`src/rtl/mra_pkg.sv`:
```
package mra_pkg;

    localparam int NSRC  = 8;
    localparam int NSLOT = 11;

    localparam int SRC_MODE = 0;
    localparam int SRC_REF  = 1;
    localparam int SRC_VICT = 2;
    localparam int SRC_DRD  = 3;
    localparam int SRC_XLT  = 4;
    localparam int SRC_DWR  = 5;
    localparam int SRC_PCI  = 6;
    localparam int SRC_CPU  = 7;

    typedef enum logic [1:0] {
        PROMO_NONE = 2'd0,
        PROMO_REF  = 2'd1,
        PROMO_VICT = 2'd2,
        PROMO_DWR  = 2'd3
    } promo_e;

    typedef enum logic {
        CTL_IDLE = 1'b0,
        CTL_WAIT = 1'b1
    } ctl_state_e;

    // Source occupying each rank slot; slot 0 is the highest rank.
    function automatic int slot_src(input int slot);
        case (slot)
            0:       return SRC_MODE;
            1:       return SRC_REF;
            2:       return SRC_VICT;
            3:       return SRC_DRD;
            4:       return SRC_XLT;
            5:       return SRC_DWR;
            6:       return SRC_PCI;
            7:       return SRC_CPU;
            8:       return SRC_VICT;
            9:       return SRC_DWR;
            default: return SRC_REF;
        endcase
    endfunction

    // Status condition that gates each slot, if any.
    function automatic promo_e slot_promo(input int slot);
        case (slot)
            1:       return PROMO_REF;
            2:       return PROMO_VICT;
            5:       return PROMO_DWR;
            default: return PROMO_NONE;
        endcase
    endfunction

endpackage

```
`src/rtl/mra_req_latch.sv`:
```
module mra_req_latch #(
    parameter int W = 8
) (
    input  logic         clk,
    input  logic         rst_n,
    input  logic [W-1:0] set_i,
    input  logic [W-1:0] clr_i,
    output logic [W-1:0] pend_o
);

    logic [W-1:0] pend_d;
    logic [W-1:0] pend_q;

    // A fresh request wins over a clear in the same cycle.
    for (genvar i = 0; i < W; i++) begin : g_bit
        always_comb begin
            pend_d[i] = set_i[i] | (pend_q[i] & ~clr_i[i]);
        end

        assert_clear_R9: assert property (@(posedge clk) disable iff (!rst_n)
            (clr_i[i] && !set_i[i]) |=> !pend_q[i]);

        assert_hold_R2: assert property (@(posedge clk) disable iff (!rst_n)
            (pend_q[i] && !clr_i[i]) |=> pend_q[i]);
    end

    always_ff @(posedge clk) begin
        if (!rst_n) pend_q <= '0;
        else        pend_q <= pend_d;
    end

    assign pend_o = pend_q;

endmodule

```
`src/rtl/mra_prio_pick.sv`:
```
module mra_prio_pick
    import mra_pkg::*;
(
    input  logic [NSRC-1:0] pend_i,
    input  logic            refresh_overdue_i,
    input  logic            victim_full_i,
    input  logic            dmaw_full_i,
    output logic            any_o,
    output logic [NSRC-1:0] pick_o
);

    logic [NSLOT-1:0] slot_req;

    for (genvar s = 0; s < NSLOT; s++) begin : g_slot
        localparam int     SRC   = slot_src(s);
        localparam promo_e PROMO = slot_promo(s);
        logic cond;
        if (PROMO == PROMO_REF) begin : g_ref
            assign cond = refresh_overdue_i;
        end else if (PROMO == PROMO_VICT) begin : g_vict
            assign cond = victim_full_i;
        end else if (PROMO == PROMO_DWR) begin : g_dwr
            assign cond = dmaw_full_i;
        end else begin : g_none
            assign cond = 1'b1;
        end
        assign slot_req[s] = pend_i[SRC] & cond;
    end

    always_comb begin
        logic found;
        pick_o = '0;
        found  = 1'b0;
        for (int s = 0; s < NSLOT; s++) begin
            if (!found && slot_req[s]) begin
                pick_o[slot_src(s)] = 1'b1;
                found = 1'b1;
            end
        end
        any_o = |slot_req;
    end

endmodule

```
`src/rtl/mra_grant_ctrl.sv`:
```
module mra_grant_ctrl
    import mra_pkg::*;
(
    input  logic            clk,
    input  logic            rst_n,
    input  logic            seq_ready_i,
    input  logic            ack_i,
    input  logic            any_i,
    input  logic [NSRC-1:0] pick_i,
    output logic [NSRC-1:0] grant_o,
    output logic [NSRC-1:0] clr_o
);

    typedef struct packed {
        ctl_state_e      st;
        logic [NSRC-1:0] gnt;
        logic [NSRC-1:0] held;
    } ctl_t;

    ctl_t ctl_d;
    ctl_t ctl_q;

    always_comb begin
        ctl_d     = ctl_q;
        ctl_d.gnt = '0;
        clr_o     = '0;
        case (ctl_q.st)
            CTL_IDLE: begin
                if (seq_ready_i && any_i) begin
                    ctl_d.gnt  = pick_i;
                    ctl_d.held = pick_i;
                    ctl_d.st   = CTL_WAIT;
                end
            end
            default: begin
                if (ack_i) begin
                    clr_o      = ctl_q.held;
                    ctl_d.held = '0;
                    ctl_d.st   = CTL_IDLE;
                end
            end
        endcase
    end

    always_ff @(posedge clk) begin
        if (!rst_n) begin
            ctl_q.st   <= CTL_IDLE;
            ctl_q.gnt  <= '0;
            ctl_q.held <= '0;
        end else begin
            ctl_q <= ctl_d;
        end
    end

    assign grant_o = ctl_q.gnt;

    assert_grant_ready_R3: assert property (@(posedge clk) disable iff (!rst_n)
        (|ctl_q.gnt) |-> $past(seq_ready_i));

    assert_grant_pulse_R3: assert property (@(posedge clk) disable iff (!rst_n)
        (|ctl_q.gnt) |=> (ctl_q.gnt == '0));

    assert_wait_no_grant_R9: assert property (@(posedge clk) disable iff (!rst_n)
        (ctl_q.st == CTL_WAIT && !ack_i) |=> (ctl_q.gnt == '0));

    assert_idle_no_clear_R10: assert property (@(posedge clk) disable iff (!rst_n)
        (ctl_q.st == CTL_IDLE) |-> (clr_o == '0));

endmodule

```
`src/rtl/mem_req_arbiter.sv`:
```
module mem_req_arbiter
    import mra_pkg::*;
(
    input  logic            clk,
    input  logic            rst_n,
    input  logic [NSRC-1:0] req_i,
    input  logic            refresh_overdue_i,
    input  logic            victim_full_i,
    input  logic            dmaw_full_i,
    input  logic            seq_ready_i,
    input  logic            ack_i,
    output logic [NSRC-1:0] grant_o
);

    logic [NSRC-1:0] pend;
    logic [NSRC-1:0] pick;
    logic [NSRC-1:0] clr;
    logic            any_pend;

    mra_req_latch #(.W(NSRC)) u_latch (
        .clk    (clk),
        .rst_n  (rst_n),
        .set_i  (req_i),
        .clr_i  (clr),
        .pend_o (pend)
    );

    mra_prio_pick u_pick (
        .pend_i            (pend),
        .refresh_overdue_i (refresh_overdue_i),
        .victim_full_i     (victim_full_i),
        .dmaw_full_i       (dmaw_full_i),
        .any_o             (any_pend),
        .pick_o            (pick)
    );

    mra_grant_ctrl u_ctrl (
        .clk         (clk),
        .rst_n       (rst_n),
        .seq_ready_i (seq_ready_i),
        .ack_i       (ack_i),
        .any_i       (any_pend),
        .pick_i      (pick),
        .grant_o     (grant_o),
        .clr_o       (clr)
    );

    assert_onehot_R3: assert property (@(posedge clk) disable iff (!rst_n)
        $onehot0(grant_o));

    assert_grant_pending_R2: assert property (@(posedge clk) disable iff (!rst_n)
        (|grant_o) |-> ((grant_o & $past(pend)) != '0));

    assert_mode_first_R4: assert property (@(posedge clk) disable iff (!rst_n)
        ((|grant_o) && $past(pend[SRC_MODE])) |-> grant_o[SRC_MODE]);

    assert_overdue_R5: assert property (@(posedge clk) disable iff (!rst_n)
        ((|grant_o) && $past(refresh_overdue_i && pend[SRC_REF] && !pend[SRC_MODE]))
        |-> grant_o[SRC_REF]);

endmodule

```
`config.mk`:
```
export PLATFORM = sky130hd
export DESIGN_NAME = mem_req_arbiter
export DESIGN_NICKNAME = d
export VERILOG_FILES = /design/src/rtl/mra_pkg.sv /design/src/rtl/mra_req_latch.sv /design/src/rtl/mra_prio_pick.sv /design/src/rtl/mra_grant_ctrl.sv /design/src/rtl/mem_req_arbiter.sv
export SDC_FILE = /design/constraint.sdc
export NUM_CORES = 1
export LEC_CHECK = 0
export BUFFER_PORTS_ARGS = -buffer_cell sky130_fd_sc_hd__buf_2
export CAP_MARGIN = 20
export CELL_PAD_IN_SITES_DETAIL_PLACEMENT = 1
export CELL_PAD_IN_SITES_GLOBAL_PLACEMENT = 1
export CORE_MARGIN = 2
export CORE_UTILIZATION = 38
export DETAILED_ROUTE_END_ITERATION = 7
export GPL_TIMING_DRIVEN = 0
export MAX_ROUTING_LAYER = met4
export PLACE_DENSITY = 0.8
export SLEW_MARGIN = 10
export SYNTH_ARGS = -nofsm -noshare
export SYNTH_HDL_FRONTEND = slang
export SYNTH_SLANG_ARGS = --single-unit
```
`constraint.sdc`:
```
create_clock -name clk -period 2.13 [get_ports clk]
set_clock_uncertainty 0.1 [all_clocks]
set_input_delay 0.1065 -clock clk [delete_from_list [all_inputs] [get_ports clk]]
set_output_delay 0.1065 -clock clk [all_outputs]
set_load 0.1 [all_outputs]
```
==> results.sh <==
export IMPL_status="completed"
export IMPL_path_buf_inv=1
export IMPL_hold_slack_ns=0.00805
export IMPL_crit_path_end_kind="register"
export IMPL_vdd_ir_drop_max_v=0.000336
export IMPL_post_route_period_util=0.850
export IMPL_antenna_found_initial=0
export IMPL_cp_arrival_ns=1.97
export IMPL_drive_gt1_frac=0.296
export IMPL_die_area_um2=2990
export IMPL_synthXorXnorAreaFrac=0
export IMPL_port_buffers=22
export IMPL_ant_nets=0
export IMPL_cts_sinks=25
export IMPL_finalWorstSetupSlack_ns=0.319
export IMPL_num_rows=18
export IMPL_final_cell_mix="dfxtp_1, buf_2, nand2_1, a21oi_1, nor2b_1"
export IMPL_period_minus_slack_ns=1.81
export IMPL_regArea_um2=500
export IMPL_crit_path_max_incr_delay_ns=0.58
export IMPL_synth_distinct_cells=29
export IMPL_hold_viol_final=0
export IMPL_diodes=0
export IMPL_post_drt_wl_per_cell_um=12.9
export IMPL_io_pins=23
export IMPL_h_tree_depth=1
export IMPL_rsz0062_at_grt="false"
export IMPL_ys_dominant_reg_cell="dfxtp_1"
export IMPL_clockBufferDepth=2
export IMPL_syn_nets=115
export IMPL_syn_to_final_growth_pct=27.1
export IMPL_hold_class="primary input to register"
export IMPL_synth_sequential_area_ratio=0.513
export IMPL_synthAdderAreaFrac=0
export IMPL_yosys_warnings=0
export IMPL_startpoint_type="register"
export IMPL_grt_overflow=0
export IMPL_slew_headroom=0.615
export IMPL_syn_inst=100
export IMPL_multi_input_area_um2=390
export IMPL_die_y_um=54.6
export IMPL_max_cap_violations=0
export IMPL_finalSetupTns_ns=0
export IMPL_gp_congestion=0.773
export IMPL_vias=805
export IMPL_critPathMaxFanout=8
export IMPL_synth_edf_count=0
export IMPL_firstDrtPassIters=4
export IMPL_ys_async_sr_fraction=0
export IMPL_syn_area_um2=975
export IMPL_path_delay_family="simple AND/OR/NAND/NOR gates"
export IMPL_final_common_cell="dfxtp_1"
export IMPL_synth_top_family_by_area="simple AND/OR/NAND/NOR gates"
export IMPL_cts_root_buffer="clkbuf_4"
export IMPL_cts_hold_buf=9
export IMPL_cp_depth=5
export IMPL_muxShareOfSynthArea=0
export IMPL_dp_final_hpwl_um=1590
export IMPL_fillerInstances=307
export IMPL_worstPathRequired_ns=2.29
export IMPL_viasPerCell=4.88
export IMPL_p_per_area_nw_per_um2=668
export IMPL_grt_start_max_net_pins=14
export IMPL_core_area_um2=2450
export IMPL_worst_pin_slew_ns=0.577
export IMPL_path_cells="or4_1, o21ai_1, and3b_1, buf_6, a22o_1"
export IMPL_cts_tree="yes"
export IMPL_synth_compound_area_frac=0.158
export IMPL_whs_path_depth=3
export IMPL_gr_usage_all_layers=0.172
export IMPL_max_clock_freq_mhz=552
export IMPL_insertion_delay_ns=0.31
export IMPL_ys_ff_latch=25
export IMPL_die_width_um=54.6
export IMPL_cpMaxStageDelayCell="or4_1"
export IMPL_cts_resized_gates=0
export IMPL_drc=0
export IMPL_initial_core_util=0.397
export IMPL_cts_buffers=3
export IMPL_first_global_vias=797
export IMPL_nets=151
export IMPL_worst_r2r_cell_count=5
export IMPL_dp_slack_ns=0.345
export IMPL_avgSynthCellArea_um2=9.75
export IMPL_p_leak_uw=0.000579
export IMPL_post_cts_setup_buffers=0
export IMPL_drt_initial_drc_count=8
export IMPL_finalMaxSlewViolations=0
export IMPL_setup_violations=0
export IMPL_routed_wl_um=2120
export IMPL_critical_path_class="register to register"
export IMPL_grt_pass1_wl_um=3570
export IMPL_synthSimpleGateAreaFrac=0.243
export IMPL_clk_pin_slew_ns=0.13
==> worst paths after layout <==
| path | startpoint | end | slack, ns |
|---|---|---|---|
| worst max-delay path | u_latch.pend_o[3] | u_ctrl.ctl_q[5] | 0.32 |
| worst min-delay path | refresh_overdue_i | u_ctrl.grant_o[1] | 0.008 |
| worst max register to register | u_latch.pend_o[3] | u_ctrl.ctl_q[5] | 0.32 |
| worst min register to register | u_ctrl.ctl_q[0] | u_ctrl.ctl_q[0] | 0.37 |
==> sequential cells by signal (all words and copies together) (netlist names) <==
name            flops
u_ctrl.ctl_q        9
u_ctrl.grant_o      8
u_latch.pend_o      8
==> worst reg2reg max path, stage by stage, from the launching register on <==
cell,delay [ns]
dfxtp_1,0.40
or4_1,0.58
o21ai_1,0.20
and3b_1,0.20
buf_6,0.14
a22o_1,0.14
==> logic make-up (layout without fill, tap and decap cells) <==
kind of cell    after synthesis  in the layout
compound gates               22             22
buf+inv                      12             47
flops                        25             25
simple gates                 41             41
==> area by class of cell <==
cell class,count,area share
flip-flops and latches,25,0.404
multi-input cells,63,0.315
repair buffers,31,0.162
plain buffers,11,0.0646
well taps,30,0.0303
clock buffers,4,0.0212
inverters,1,0.00303
==> power breakdown <==
part	internal (µW)	switching [µW]	total [µW]	leakage [µW]
Clock	73.0	133	206	0.0000150
Combinational	54.2	60.9	115	0.000359
Sequential	487	19.3	506	0.000205
Total	614	213	827	0.000579
==> synthesized netlist by cell type, types with 2 or more instances <==
cell | number | area share
a21o_1 | 3 | 0.023
a21oi_1 | 10 | 0.051
a22o_1 | 2 | 0.018
a32o_1 | 2 | 0.021
and2_1 | 2 | 0.013
and3_1 | 4 | 0.026
buf_4 | 8 | 0.062
dfxtp_1 | 25 | 0.51
nand2_1 | 11 | 0.042
nor2_1 | 4 | 0.015
nor2b_1 | 10 | 0.064
nor3_1 | 2 | 0.010
==> through the flow <==
step / cell area (µm²) / total power (µW) / cells / util
6_report: 1240 / 827 / 165 / 0.505
3_5_place_dp: 1120 / 621 / 152 / 0.457
3_3_place_gp: 1120 / 615 / 152 / 0.457
5_1_grt: 1240 / 868 / 165 / 0.505
4_1_cts: 1240 / 843 / 165 / 0.505
2_1_floorplan: 975 / 585 / 100 / -
==> routing by layer <==
metal	global-route usage	up-vias	wire length (µm)
met1	0.201	381	967
met4	0.0500	0	14
met3	0.0246	2	52
li1	-	410	-
met5	-	-	0
met2	0.304	12	1090
Note: power is estimated with default switching activity, not from simulation.
